$ cat src/rtl/fa_pkg.sv
package fa_pkg;
  localparam int HALF_W = 16;
  localparam int ILEN   = 32;
  localparam int LEN_W  = 3;

  typedef logic [HALF_W-1:0] half_t;

  // Candidate instruction produced by the classifier
  typedef struct packed {
    logic [ILEN-1:0] inst;
    logic            cmp;
  } cand_t;

  // A half-word opens a full-width instruction when its two low bits are set
  function automatic logic is_full(half_t h);
    return h[1:0] == 2'b11;
  endfunction

  function automatic logic [LEN_W-1:0] len_of(logic cmp);
    return cmp ? LEN_W'(2) : LEN_W'(4);
  endfunction
endpackage

$ cat src/rtl/fa_classify.sv
module fa_classify
  import fa_pkg::*;
(
  input  logic            hold_v_i,
  input  half_t           hold_i,
  input  logic            skip_i,
  input  logic            word_v_i,
  input  logic [ILEN-1:0] word_i,
  output logic            need_word_o,
  output logic            act_o,
  output logic            emit_o,
  output cand_t           cand_o,
  output half_t           nxt_hold_o,
  output logic            nxt_hold_v_o
);
  half_t lo_half, hi_half;
  assign lo_half = word_i[HALF_W-1:0];
  assign hi_half = word_i[ILEN-1:HALF_W];

  always_comb begin
    need_word_o  = 1'b1;
    act_o        = 1'b0;
    emit_o       = 1'b0;
    cand_o       = '0;
    nxt_hold_o   = hold_i;
    nxt_hold_v_o = hold_v_i;
    if (hold_v_i && !is_full(hold_i)) begin
      // held compressed half: issue without touching memory
      need_word_o  = 1'b0;
      act_o        = 1'b1;
      emit_o       = 1'b1;
      cand_o.inst  = {{HALF_W{1'b0}}, hold_i};
      cand_o.cmp   = 1'b1;
      nxt_hold_v_o = 1'b0;
    end else if (hold_v_i) begin
      // straddling full-width instruction
      act_o        = word_v_i;
      emit_o       = word_v_i;
      cand_o.inst  = {lo_half, hold_i};
      cand_o.cmp   = 1'b0;
      nxt_hold_o   = hi_half;
      nxt_hold_v_o = 1'b1;
    end else begin
      act_o      = word_v_i;
      nxt_hold_o = hi_half;
      if (skip_i) begin
        // restart on an odd half: drop the low half
        nxt_hold_v_o = 1'b1;
      end else if (!is_full(lo_half)) begin
        emit_o       = word_v_i;
        cand_o.inst  = {{HALF_W{1'b0}}, lo_half};
        cand_o.cmp   = 1'b1;
        nxt_hold_v_o = 1'b1;
      end else begin
        emit_o       = word_v_i;
        cand_o.inst  = word_i;
        cand_o.cmp   = 1'b0;
        nxt_hold_v_o = 1'b0;
      end
    end
  end
endmodule

$ cat src/rtl/fa_holdreg.sv
module fa_holdreg
  import fa_pkg::*;
(
  input  logic  clk,
  input  logic  rst_n,
  input  logic  clr_i,
  input  logic  load_i,
  input  half_t d_i,
  input  logic  dv_i,
  output half_t q_o,
  output logic  v_o
);
  always_ff @(posedge clk or negedge rst_n) begin
    if (!rst_n) begin
      q_o <= '0;
      v_o <= 1'b0;
    end else if (clr_i) begin
      q_o <= '0;
      v_o <= 1'b0;
    end else if (load_i) begin
      q_o <= d_i;
      v_o <= dv_i;
    end
  end
endmodule

$ cat src/rtl/fa_seq.sv
module fa_seq
  import fa_pkg::*;
#(
  parameter int              ADDR_W   = 32,
  parameter logic [ADDR_W-1:0] RESET_PC = '0
) (
  input  logic              clk,
  input  logic              rst_n,
  input  logic              flush_i,
  input  logic [ADDR_W-1:0] flush_pc_i,
  input  logic              used_word_i,
  input  logic              issue_i,
  input  logic [LEN_W-1:0]  len_i,
  input  logic              bad_i,
  output logic [ADDR_W-1:0] pc_o,
  output logic [ADDR_W-1:0] waddr_o,
  output logic              skip_o,
  output logic              halted_o
);
  localparam int WA_W = ADDR_W - 2;

  logic [WA_W-1:0] widx_q;

  assign waddr_o = {widx_q, 2'b00};

  always_ff @(posedge clk or negedge rst_n) begin
    if (!rst_n) begin
      pc_o     <= RESET_PC;
      widx_q   <= RESET_PC[ADDR_W-1:2];
      skip_o   <= RESET_PC[1];
      halted_o <= 1'b0;
    end else if (flush_i) begin
      pc_o     <= flush_pc_i;
      widx_q   <= flush_pc_i[ADDR_W-1:2];
      skip_o   <= flush_pc_i[1];
      halted_o <= 1'b0;
    end else begin
      if (used_word_i) begin
        widx_q <= widx_q + WA_W'(1);
        skip_o <= 1'b0;
      end
      if (issue_i) pc_o <= pc_o + ADDR_W'(len_i);
      if (bad_i) halted_o <= 1'b1;
    end
  end
endmodule

$ cat src/rtl/fa_outstage.sv
module fa_outstage
  import fa_pkg::*;
#(
  parameter int ADDR_W = 32
) (
  input  logic              clk,
  input  logic              rst_n,
  input  logic              flush_i,
  input  logic              load_i,
  input  cand_t             cand_i,
  input  logic [ADDR_W-1:0] pc_i,
  input  logic              ready_i,
  output logic              valid_o,
  output logic [ILEN-1:0]   inst_o,
  output logic [ADDR_W-1:0] pc_o,
  output logic              cmp_o,
  output logic [LEN_W-1:0]  len_o
);
  always_ff @(posedge clk or negedge rst_n) begin
    if (!rst_n) begin
      valid_o <= 1'b0;
      inst_o  <= '0;
      pc_o    <= '0;
      cmp_o   <= 1'b0;
    end else if (flush_i) begin
      valid_o <= 1'b0;
    end else if (load_i) begin
      valid_o <= 1'b1;
      inst_o  <= cand_i.inst;
      pc_o    <= pc_i;
      cmp_o   <= cand_i.cmp;
    end else if (ready_i) begin
      valid_o <= 1'b0;
    end
  end

  assign len_o = len_of(cmp_o);
endmodule

$ cat src/rtl/fetch_aligner.sv
module fetch_aligner
  import fa_pkg::*;
#(
  parameter int              ADDR_W   = 32,
  parameter logic [ADDR_W-1:0] RESET_PC = '0
) (
  input  logic              clk,
  input  logic              rst_n,
  input  logic              flush_i,
  input  logic [ADDR_W-1:0] flush_pc_i,
  output logic [ADDR_W-1:0] fetch_addr_o,
  output logic              fetch_ready_o,
  input  logic              fetch_valid_i,
  input  logic [ILEN-1:0]   fetch_data_i,
  output logic              inst_valid_o,
  input  logic              inst_ready_i,
  output logic [ILEN-1:0]   inst_o,
  output logic [ADDR_W-1:0] inst_pc_o,
  output logic              inst_compressed_o,
  output logic [LEN_W-1:0]  inst_len_o,
  output logic              illegal_o
);
  half_t       hold_q, nxt_hold;
  logic        hold_v, nxt_hold_v;
  logic        need_word, act, emit;
  cand_t       cand;
  logic        skip, halted;
  logic [ADDR_W-1:0] pc_q;
  logic        out_free, adv, fire, bad, issue;

  assign out_free      = !inst_valid_o || inst_ready_i;
  assign adv           = out_free && !halted && !flush_i;
  assign fetch_ready_o = adv && need_word;
  assign fire          = adv && act;
  assign bad           = fire && emit && cand.cmp && (cand.inst[HALF_W-1:0] == '0);
  assign issue         = fire && emit && !bad;
  assign illegal_o     = halted;

  fa_classify u_cls (
    .hold_v_i    (hold_v),
    .hold_i      (hold_q),
    .skip_i      (skip),
    .word_v_i    (fetch_valid_i),
    .word_i      (fetch_data_i),
    .need_word_o (need_word),
    .act_o       (act),
    .emit_o      (emit),
    .cand_o      (cand),
    .nxt_hold_o  (nxt_hold),
    .nxt_hold_v_o(nxt_hold_v)
  );

  fa_holdreg u_hold (
    .clk   (clk),
    .rst_n (rst_n),
    .clr_i (flush_i),
    .load_i(fire),
    .d_i   (nxt_hold),
    .dv_i  (nxt_hold_v),
    .q_o   (hold_q),
    .v_o   (hold_v)
  );

  fa_seq #(.ADDR_W(ADDR_W), .RESET_PC(RESET_PC)) u_seq (
    .clk        (clk),
    .rst_n      (rst_n),
    .flush_i    (flush_i),
    .flush_pc_i (flush_pc_i),
    .used_word_i(fire && need_word),
    .issue_i    (issue),
    .len_i      (len_of(cand.cmp)),
    .bad_i      (bad),
    .pc_o       (pc_q),
    .waddr_o    (fetch_addr_o),
    .skip_o     (skip),
    .halted_o   (halted)
  );

  fa_outstage #(.ADDR_W(ADDR_W)) u_out (
    .clk    (clk),
    .rst_n  (rst_n),
    .flush_i(flush_i),
    .load_i (issue),
    .cand_i (cand),
    .pc_i   (pc_q),
    .ready_i(inst_ready_i),
    .valid_o(inst_valid_o),
    .inst_o (inst_o),
    .pc_o   (inst_pc_o),
    .cmp_o  (inst_compressed_o),
    .len_o  (inst_len_o)
  );
endmodule

$ cat config.mk
export PLATFORM = sky130hd
export DESIGN_NAME = fetch_aligner
export DESIGN_NICKNAME = d
export VERILOG_FILES = /design/src/rtl/fa_pkg.sv /design/src/rtl/fa_classify.sv /design/src/rtl/fa_holdreg.sv /design/src/rtl/fa_seq.sv /design/src/rtl/fa_outstage.sv /design/src/rtl/fetch_aligner.sv
export SDC_FILE = /design/constraint.sdc
export NUM_CORES = 1
export LEC_CHECK = 0
export CAP_MARGIN = 20
export CORE_AREA = 3 3 125 127
export CTS_BUF_LIST = sky130_fd_sc_hd__clkbuf_8
export CTS_CLUSTER_SIZE = 10
export DETAILED_ROUTE_END_ITERATION = 8
export DIE_AREA = 0 0 128 130
export DONT_BUFFER_PORTS = 1
export GPL_TIMING_DRIVEN = 0
export PLACE_DENSITY = 0.73
export SYNTH_ARGS = -nofsm -noshare
export SYNTH_HDL_FRONTEND = slang
export SYNTH_SLANG_ARGS = --single-unit
$ cat constraint.sdc
create_clock -name clk -period 4.2 [get_ports clk]
set_input_delay 0.63 -clock clk [delete_from_list [all_inputs] [get_ports clk]]
set_output_delay 0.63 -clock clk [all_outputs]
set_load 0.03 [all_outputs]
==> out/metrics.cfg, run 1 <==
[global_route]
grt_pass1_wl_um=35700
antenna_found_initial=0
grt_usage_pct=27.8
overflow=0
grt_pass1_vias=6348
grt_max_degree=148

[outcome]
status=completed

[logic_synthesis]
ys_seq_area_share_pct=50.7
synthAdderAreaFrac_pct=0.794
synthTopCellsByArea=dfrtp_1 (51%), nand2_1 (9.5%), o21ai_0 (5.9%), nor2_1 (2.7%), nand3_1 (1.9%)
synth_commonest_cells=nand2_1 (184), dfrtp_1 (147), o21ai_0 (85), nor2_1 (53)
ys_types=57
muxShareOfSynthArea_pct=0.707
ys_ff_latch=147
synth_compound_area_share_pct=20.3
syn_area_mm2=0.00725
yosysMostFrequentCell=nand2_1
yosysWarnings=0
synth_top_area_cell=dfrtp_1
synthCells=810
synth_xor_area_share_pct=0.725
ys.flop_type=dfrtp_1
synth_top_cell_area_share_pct=50.7
syn_area_per_cell_um2=8.95
synth_top_family_by_area=simple AND/OR/NAND/NOR gates
synthArstFlopShare_pct=100
synth_edf_count=0
synth-simple-area-share_pct=21.6

[timing]
max_slew.worst_pin.slew_ns=0.876
max_freq_mhz=317
finalCritPeriodShare_pct=75.1
finClkSkew_ns=0.00993
holdWs_ns=0.133
relSlewSlack_pct=41.0
rsz0062_at_grt=false
tns_ns=0
finalSetupViolCount=0
hold_violations=0
finalMaxSlewViolations=0
min_period_ns=3.15

[critical_path]
timing.rr.start=u_hold.v_o
cp-end-kind=flip-flop
reg2regPathDepth=12
required_ns=4.61
start_kind=flip-flop
rr_endpoint=u_seq.pc_o[21]
criticalPathCategory=flip-flop to flip-flop
rrSetupSlack_ns=1.05
path_max_fanout=10
cp.arrival_ns=3.56

[final_layout]
nets=905
antenna_cells_inserted=0
layout-drive-gt1-share_pct=7.57
area_delta_synth_final_pct=9.19

[drt]
wl_met2_um=10700
avgViaCountPerCell=6.35
drc_errors=0
postRouteAntennaNets=0
drt-initial-drc-count=828
firstDrtPassIters=5
top_layer=met4
wl_met3_um=2700
wl_um=22900
via_count=6538
wl_met1_um=9060
wl_per_cell_um=22.2

[worst_hold_path]
hold_path_class=primary input to asynchronous set/reset pin

[floorplan]
coreArea_mm2=0.0145
fp.dieH_um=130
rows=44
ios=172
dieArea_mm2=0.0166
initial_core_util_pct=49.9
die_width_um=128

[power]
power.leakage_nw=3.42
power_switching_w=0.00167
p_clk_share_pct=27.8
seqPwrFrac_pct=57.2
combinationalPowerShare_pct=14.9
ir_drop_v=0.000226
p_per_area_mw_per_mm2=519
internal_power_w=0.00244
swShare_pct=40.6

[placement]
port-buffer-count=0
gp_congestion=0.935
dp_hpwl_um=16700

[clocking]
path_clk_slew_ns=0.09
h-tree-depth=4
cts_tree=built
cts_inserted_buffers=17
cts_num_sinks=147
clockBufferDepth=2
clk_latency_ns=0.47
root_buffer=clkbuf_8

[job]
drv_cap=0

timing repair:
action                                 CTS  global route
buffers inserted                         0             0
endpoints found under the hold margin  147             0
hold buffers                             1             0
resized for setup                        0             0
critical path: stages, from the launching register on:
cell and delay [ns]:
dfrtp_1 0.45, nor2_1 0.14, buf_2 0.24, a21oi_1 0.19
inv_1 0.10, ha_1 0.18, fa_1 0.31, and4_1 0.33
nand2_1 0.12, or3_1 0.42, or3_1 0.33, a21oi_1 0.16
a221o_1 0.12
flip-flops by register name, indices dropped and copies added (netlist names):
register,flops
u_out.inst_o,32
u_out.pc_o,32
u_seq.pc_o,32
u_seq.widx_q,30
u_hold.q_o,16
u_hold.v_o,1
u_out.cmp_o,1
u_out.valid_o,1
u_seq.halted_o,1
u_seq.skip_o,1
worst max path at each step:
stage,from,cells past startpoint,end,slack [ns]
finish,u_hold.v_o,12,u_seq.pc_o[21],1.05
global route,u_hold.v_o,12,u_seq.pc_o[21],0.81
floorplan,fetch_data_i[0],11,u_seq.pc_o[21],1.53
CTS,u_hold.v_o,12,u_seq.pc_o[21],1.09
detailed placement,u_hold.v_o,12,u_seq.pc_o[21],1.11
global placement,u_hold.v_o,12,u_seq.pc_o[21],1.14
cells by family (layout without fill, tap and decap cells):
group / Yosys count / in the layout
AOI/OAI and AO/OA: 225 / 225
other: 1 / 3
buffers and inverters: 77 / 110
and+or+nand+nor: 345 / 345
DFF: 147 / 147
adders and majority gates: 4 / 4
xor gates and xnor gates: 6 / 6
muxes: 5 / 5
metal layers:
layer | track usage, % | vias to the layer above
met5 | 0 | -
met4 | 8.36 | 0
met3 | 8.64 | 38
met2 | 44.7 | 396
met1 | 36.6 | 3164
li1 | - | 2940
metrics by stage:
stage / worst slack, ns / area [µm²] / utilization, % / total power, W / cells
after global placement: 1.14 / 7490 / 51.5 / 0.00294 / 996
after global routing: 0.806 / 7920 / 54.5 / 0.00430 / 1029
final: 1.05 / 7920 / 54.5 / 0.00411 / 1029
after detailed placement: 1.11 / 7490 / 51.5 / 0.00297 / 996
after CTS: 1.09 / 7920 / 54.5 / 0.00413 / 1029
after floorplan: 1.53 / 7260 / - / 0.00273 / 812
final cells by class:
type,count,area (µm²)
fill,1374,6610
tap,184,230
inverter,24,90.1
clock inverter,14,154
timing repair buffer,1,27.5
sequential,147,3680
clock buffer,18,248
buffer,53,280
multi-input combinational,588,3210
power groups by stage:
stage                     registers [W]  logic [W]  clock network (W)
after global placement          0.00238   0.000564                  0
final                           0.00235   0.000614            0.00114
after floorplan                 0.00229   0.000443                  0
after global routing            0.00239   0.000696            0.00121
after CTS                       0.00236   0.000615            0.00115
after detailed placement        0.00238   0.000582                  0
cell usage in the layout (no fill, tap or decap), types with 5 or more instances in the layout:
| cell | Yosys | layout |
|---|---|---|
| inv_1 | 23 | 23 |
| a221o_1 | 7 | 7 |
| buf_2 | 8 | 8 |
| nand4_1 | 10 | 10 |
| a21oi_1 | 21 | 21 |
| dfrtp_1 | 147 | 147 |
| nand3_1 | 27 | 27 |
| nor3_1 | 14 | 14 |
| buf_4 | 13 | 13 |
| o211ai_1 | 15 | 15 |
| nand2_1 | 184 | 184 |
| a21o_1 | 11 | 11 |
| clkbuf_8 | 0 | 18 |
| a22oi_1 | 16 | 16 |
| o31a_1 | 6 | 6 |
| o21ai_0 | 85 | 85 |
| nor4_1 | 9 | 9 |
| and4_1 | 6 | 6 |
| and3_1 | 14 | 14 |
| nor2_1 | 53 | 53 |
| a221oi_1 | 15 | 15 |
| o311ai_0 | 15 | 15 |
| clkbuf_1 | 27 | 27 |
| or3_1 | 7 | 7 |
| o21ai_1 | 10 | 10 |
| a31oi_1 | 5 | 5 |
No activity file was read; power rests on OpenSTA's default activity.
==> inputs of run 2 (changes only) <==
Clock period 4.2 ns to 3.1 ns, I/O delays scaled along.
==> out/metrics.cfg, run 2 (synthesized netlist as in run 1, its figures left out) <==
[global_route]
antenna_found_initial=0
grt_usage_pct=27.8
grt_pass1_wl_um=35500
overflow=0
grt_max_degree=148
grt_pass1_vias=6318

[clocking]
clk_latency_ns=0.46
path_clk_slew_ns=0.09
clockBufferDepth=2
root_buffer=clkbuf_8
cts_num_sinks=147
h-tree-depth=4
cts_tree=built
cts_inserted_buffers=17

[floorplan]
initial_core_util_pct=49.9
rows=44
ios=172
die_width_um=128
dieArea_mm2=0.0166
coreArea_mm2=0.0145
fp.dieH_um=130

[critical_path]
crit_family=simple AND/OR/NAND/NOR gates
cp-end-kind=flip-flop
reg2regPathDepth=12
cp_slowest_cell=dfrtp_1
path_buf_inv=2
rr_endpoint=u_seq.pc_o[21]
criticalPathCategory=flip-flop to flip-flop
rrSetupSlack_ns=0.16
crit_chain=nor2_1 > buf_4 > a21oi_2 > inv_1 > ha_1 > fa_2 > and4_2 > nand2_1 > or3_4 > or3_1 > a21oi_1 > a221o_1
cp.arrival_ns=3.35
required_ns=3.51
start_kind=flip-flop
cpPeakStageDelay_ns=0.44
path_max_fanout=10
timing.rr.start=u_hold.v_o
worst-path-stages=12
crit_start=u_hold.v_o

[timing]
finalMaxSlewViolations=0
hold_violations=147
holdWs_ns=-0.299
finClkSkew_ns=0.0119
min_period_ns=2.94
tns_ns=0
relSlewSlack_pct=43.5
max_freq_mhz=340
max_slew.worst_pin.slew_ns=0.838
finalSetupViolCount=0
finalCritPeriodShare_pct=94.9

[outcome]
violations=negative hold slack
status=finished with violations

[drt]
via_count=6541
avgViaCountPerCell=6.35
wl_per_cell_um=22.3
firstDrtPassIters=6
drt-initial-drc-count=825
drc_errors=0
postRouteAntennaNets=0
wl_um=22900

[placement]
dp_hpwl_um=16700
gp_congestion=0.935
placed_area_mm2=0.00749
port-buffer-count=0

[final_layout]
mostFrequentLayoutCells=nand2_1 (184), dfrtp_1 (147), o21ai_0 (84)
utilization_pct=54.5
layout-drive-gt1-share_pct=8.16
nFillCells=1379
nets=906
area_delta_synth_final_pct=9.23
stdcell_area_mm2=0.00792
top_regs=u_out.inst_o (32), u_out.pc_o (32), u_seq.pc_o (32)
antenna_cells_inserted=0
final_common_cell=nand2_1

[power]
ir_drop_v=0.000305
power.leakage_nw=3.42
p_per_area_mw_per_mm2=699

[worst_hold_path]
hold_path_class=primary input to asynchronous set/reset pin

[job]
drv_cap=0

[run 2: cell types whose count changed in the layout (fill, tap and decap cells not counted), sizes merged]
cell,before,now
buf,27,28
[run 2: power by group]
group          switching (W)  internal (W)
clock network       0.000805      0.000744
logic               0.000497      0.000307
registers           0.000925       0.00226
total                0.00223       0.00331
[run 2: timing repair]
action	in CTS	in global routing
buffers inserted	0	2
endpoints found under the hold margin	147	147
setup endpoints to repair	1	3
gates resized for setup	1	7
pin swaps	0	1
[run 2: area by class of cell]
type                            instances  area [µm²]  area share, %
Tap cell                              184         230           2.91
Buffer                                 53         283           3.57
Inverter                               24        90.1           1.14
Multi-Input combinational cell        588        3220           40.7
Clock buffer                           18         248           3.13
Timing Repair Buffer                    2        15.0          0.190
Sequential cell                       147        3680           46.4
Clock inverter                         14         154           1.94
[run 2: stage by stage]
stage          power (W)  cells  setup WS [ns]
2_1_floorplan    0.00370    812          0.487
3_3_place_gp     0.00399    996         0.0362
3_5_place_dp     0.00402    996        0.00705
4_1_cts          0.00555   1028         0.0809
5_1_grt          0.00579   1030        -0.0366
6_report         0.00554   1030          0.159
[run 2: worst max-delay path by stage]
stage	endpoint	slack [ns]
2_1_floorplan	u_seq.pc_o[21]	0.49
3_3_place_gp	u_seq.pc_o[21]	0.04
3_5_place_dp	u_seq.pc_o[21]	0.007
4_1_cts	u_seq.pc_o[21]	0.08
5_1_grt	u_seq.pc_o[21]	-0.04
6_report	u_seq.pc_o[21]	0.16
[run 2: per-layer routing]
metal / share of wire, % / GRT usage, % / routed length (µm)
met5: 0 / 0 / 0
met4: 1.8 / 8.36 / 409
met3: 12 / 8.56 / 2680
met2: 47 / 44.7 / 10700
met1: 40 / 36.6 / 9110
==> inputs of run 3 (changes only) <==
Settings changed: ABC_AREA set to 1, CORE_AREA 3 3 125 127 to 3 3 133 135, DIE_AREA 0 0 128 130 to 0 0 136 138.
==> out/metrics.cfg, run 3 <==
[logic_synthesis]
synth_top_area_cell=dfrtp_1
synth_top_cell_area_share_pct=44.7
syn_area_per_cell_um2=6.96
synthCells=1182
ys.flop_type=dfrtp_1
ys_ff_latch=147
ys_seq_area_share_pct=44.7
synthTopCellsByArea=dfrtp_1 (45%), nand2_1 (22%), nand3_1 (7.3%), inv_1 (5.2%), nor2_1 (4.3%)
yosysWarnings=0
synth_edf_count=0
ys_types=35
synth_commonest_cells=nand2_1 (477), dfrtp_1 (147), nand3_1 (120), inv_1 (114), nor2_1 (95)
syn_area_mm2=0.00823
synthArstFlopShare_pct=100
yosysMostFrequentCell=nand2_1

[power]
ir_drop_v=0.000344
p_per_area_mw_per_mm2=735
power_switching_w=0.00284
internal_power_w=0.00374
combinationalPowerShare_pct=20.6
p_clk_share_pct=25.5
power.leakage_nw=4.56
swShare_pct=43.2
seqPwrFrac_pct=53.9

[timing]
finalSetupViolCount=0
tns_ns=0
hold_violations=147
finalMaxSlewViolations=0
rsz0062_at_grt=false
finalCritPeriodShare_pct=90.2
max_slew.worst_pin.slew_ns=0.658
relSlewSlack_pct=56.2
finClkSkew_ns=0.0136
max_freq_mhz=358
fin_ws_ns=0.303
holdWs_ns=-0.304
min_period_ns=2.80

[critical_path]
cp.arrival_ns=3.15
cpPeakStageDelay_ns=0.41
rr_endpoint=u_seq.pc_o[23]
path_max_fanout=8
required_ns=3.45
cp_common_cell=nand2_1
rrSetupSlack_ns=0.30
criticalPathCategory=flip-flop to flip-flop
reg2regPathDepth=16
start_kind=flip-flop
timing.rr.start=u_seq.skip_o
cp-end-kind=flip-flop
cp_slowest_cell=dfrtp_1
crit_family=simple AND/OR/NAND/NOR gates
crit_chain=nor2_4 > inv_1 > o21ai_2 > ha_1 > fa_2 > inv_1 > nor2_1 > nand2_1 > nor2_4 > nand2_1 > nor2_1 > nand2_1 > nand3_1 > nand2_1 > nand2_1 > nand2_1
path_buf_inv=2

[floorplan]
die_width_um=136
coreArea_mm2=0.0166
dieArea_mm2=0.0188
fp.dieH_um=138
ios=172
initial_core_util_pct=49.6
rows=47

[placement]
port-buffer-count=0
place_ws_ns=0.168
gp_congestion=0.960
dp_hpwl_um=19600

[final_layout]
layout-drive-gt1-share_pct=5.35
final_common_cell=nand2_1
antenna_cells_inserted=0
mostFrequentLayoutCells=nand2_1 (477), dfrtp_1 (147), nand3_1 (120)
nets=1276
utilization_pct=54.0
nFillCells=1707
area_delta_synth_final_pct=8.94
top_regs=u_out.inst_o (32), u_out.pc_o (32), u_seq.pc_o (32)

[clocking]
root_buffer=clkbuf_8
clk_latency_ns=0.46
path_clk_slew_ns=0.08
h-tree-depth=4
cts_tree=built
cts_num_sinks=147
cts_inserted_buffers=17
clockBufferDepth=2

[drt]
wl_um=25800
via_count=7811
drt-initial-drc-count=780
drc_errors=0
firstDrtPassIters=6
wl_per_cell_um=17.9
avgViaCountPerCell=5.44
postRouteAntennaNets=0

[global_route]
grt_max_degree=148
grt_pass1_wl_um=40700
grt_pass1_vias=7373
antenna_found_initial=0
overflow=0
grt_usage_pct=27.7

[outcome]
status=finished with violations
violations=negative hold slack

[worst_hold_path]
hold_path_class=primary input to asynchronous set/reset pin

[job]
drv_cap=0

run 3: cell count changes in the layout (fill, tap and decap cells not counted), sizes merged, moves of 16 or more:
cell | previous run | this run
inv | 26 | 116
o22ai | 0 | 16
nor2 | 53 | 97
o21ai | 95 | 74
nand3 | 27 | 121
nand2 | 184 | 479
run 3: how the worst max path moves through the flow:
stage	from	endpoint	slack [ns]	cells past startpoint
global route	u_seq.skip_o	u_seq.pc_o[23]	0.006	15
finish	u_seq.skip_o	u_seq.pc_o[23]	0.30	16
detailed placement	u_seq.skip_o	u_seq.pc_o[23]	0.17	16
CTS	u_seq.skip_o	u_seq.pc_o[23]	0.15	16
floorplan	u_seq.skip_o	u_seq.pc_o[23]	0.73	16
global placement	u_seq.skip_o	u_seq.pc_o[23]	0.19	16
run 3: cell type report:
cell class	instances	area (µm²)	share of cell area [%]
multi-input cells	869	3880	43.3
flip-flops and latches	147	3680	41.0
inverters	115	432	4.82
well taps	220	275	3.07
clock buffers	19	262	2.92
plain buffers	53	258	2.88
clock inverters	13	181	2.02
run 3: cell families (layout without fill, tap and decap cells):
| kind of cell | after synthesis | count (layout) | share of synthesized area, % |
|---|---|---|---|
| AO/OA/AOI/OAI | 114 | 114 | 7.71 |
| other | 1 | 3 | 0.0456 |
| AND/OR/NAND/NOR | 720 | 720 | 35.5 |
| adder cells (fa/ha/maj) | 4 | 4 | 0.700 |
| buffers and inverters | 168 | 200 | 8.38 |
| XOR/XNOR | 28 | 28 | 2.98 |
| flip-flops | 147 | 147 | 44.7 |
run 3: per-layer routing:
metal  up-vias  global-route usage [%]  wire length [µm]
met1      3616                    39.5             11000
li1       3771                       -                 -
met2       374                    40.8             11400
met5         -                       0                 0
met3        50                    8.43              2620
met4         0                    8.70               718
run 3: what timing repair did:
action | CTS | global route
hold endpoints to repair | 147 | 147
buffers inserted | 0 | 0
gates resized for setup | 0 | 3
endpoints found under the setup margin | 0 | 3
run 3: stage by stage:
| stage | power, W | instance area [µm²] | std cells |
|---|---|---|---|
| floorplan | 0.00444 | 8230 | 1184 |
| global placement | 0.00488 | 8510 | 1404 |
| detailed placement | 0.00492 | 8510 | 1404 |
| CTS | 0.00659 | 8950 | 1436 |
| global route | 0.00697 | 8960 | 1436 |
| finish | 0.00658 | 8960 | 1436 |
run 3: power groups by stage:
stage	Sequential, W	Clock [W]	Combinational, W
floorplan	0.00340	0	0.00103
global placement	0.00358	0	0.00129
detailed placement	0.00359	0	0.00133
CTS	0.00355	0.00170	0.00134
global route	0.00362	0.00178	0.00156
finish	0.00355	0.00168	0.00136
run 3: worst reg2reg max path, stage by stage (launching register included):
cell,delay (ns)
dfrtp_1,0.41
nor2_4,0.24
inv_1,0.08
o21ai_2,0.17
ha_1,0.28
fa_2,0.31
inv_1,0.07
nor2_1,0.22
nand2_1,0.22
nor2_4,0.18
nand2_1,0.11
nor2_1,0.10
nand2_1,0.06
nand3_1,0.08
nand2_1,0.05
nand2_1,0.06
nand2_1,0.06
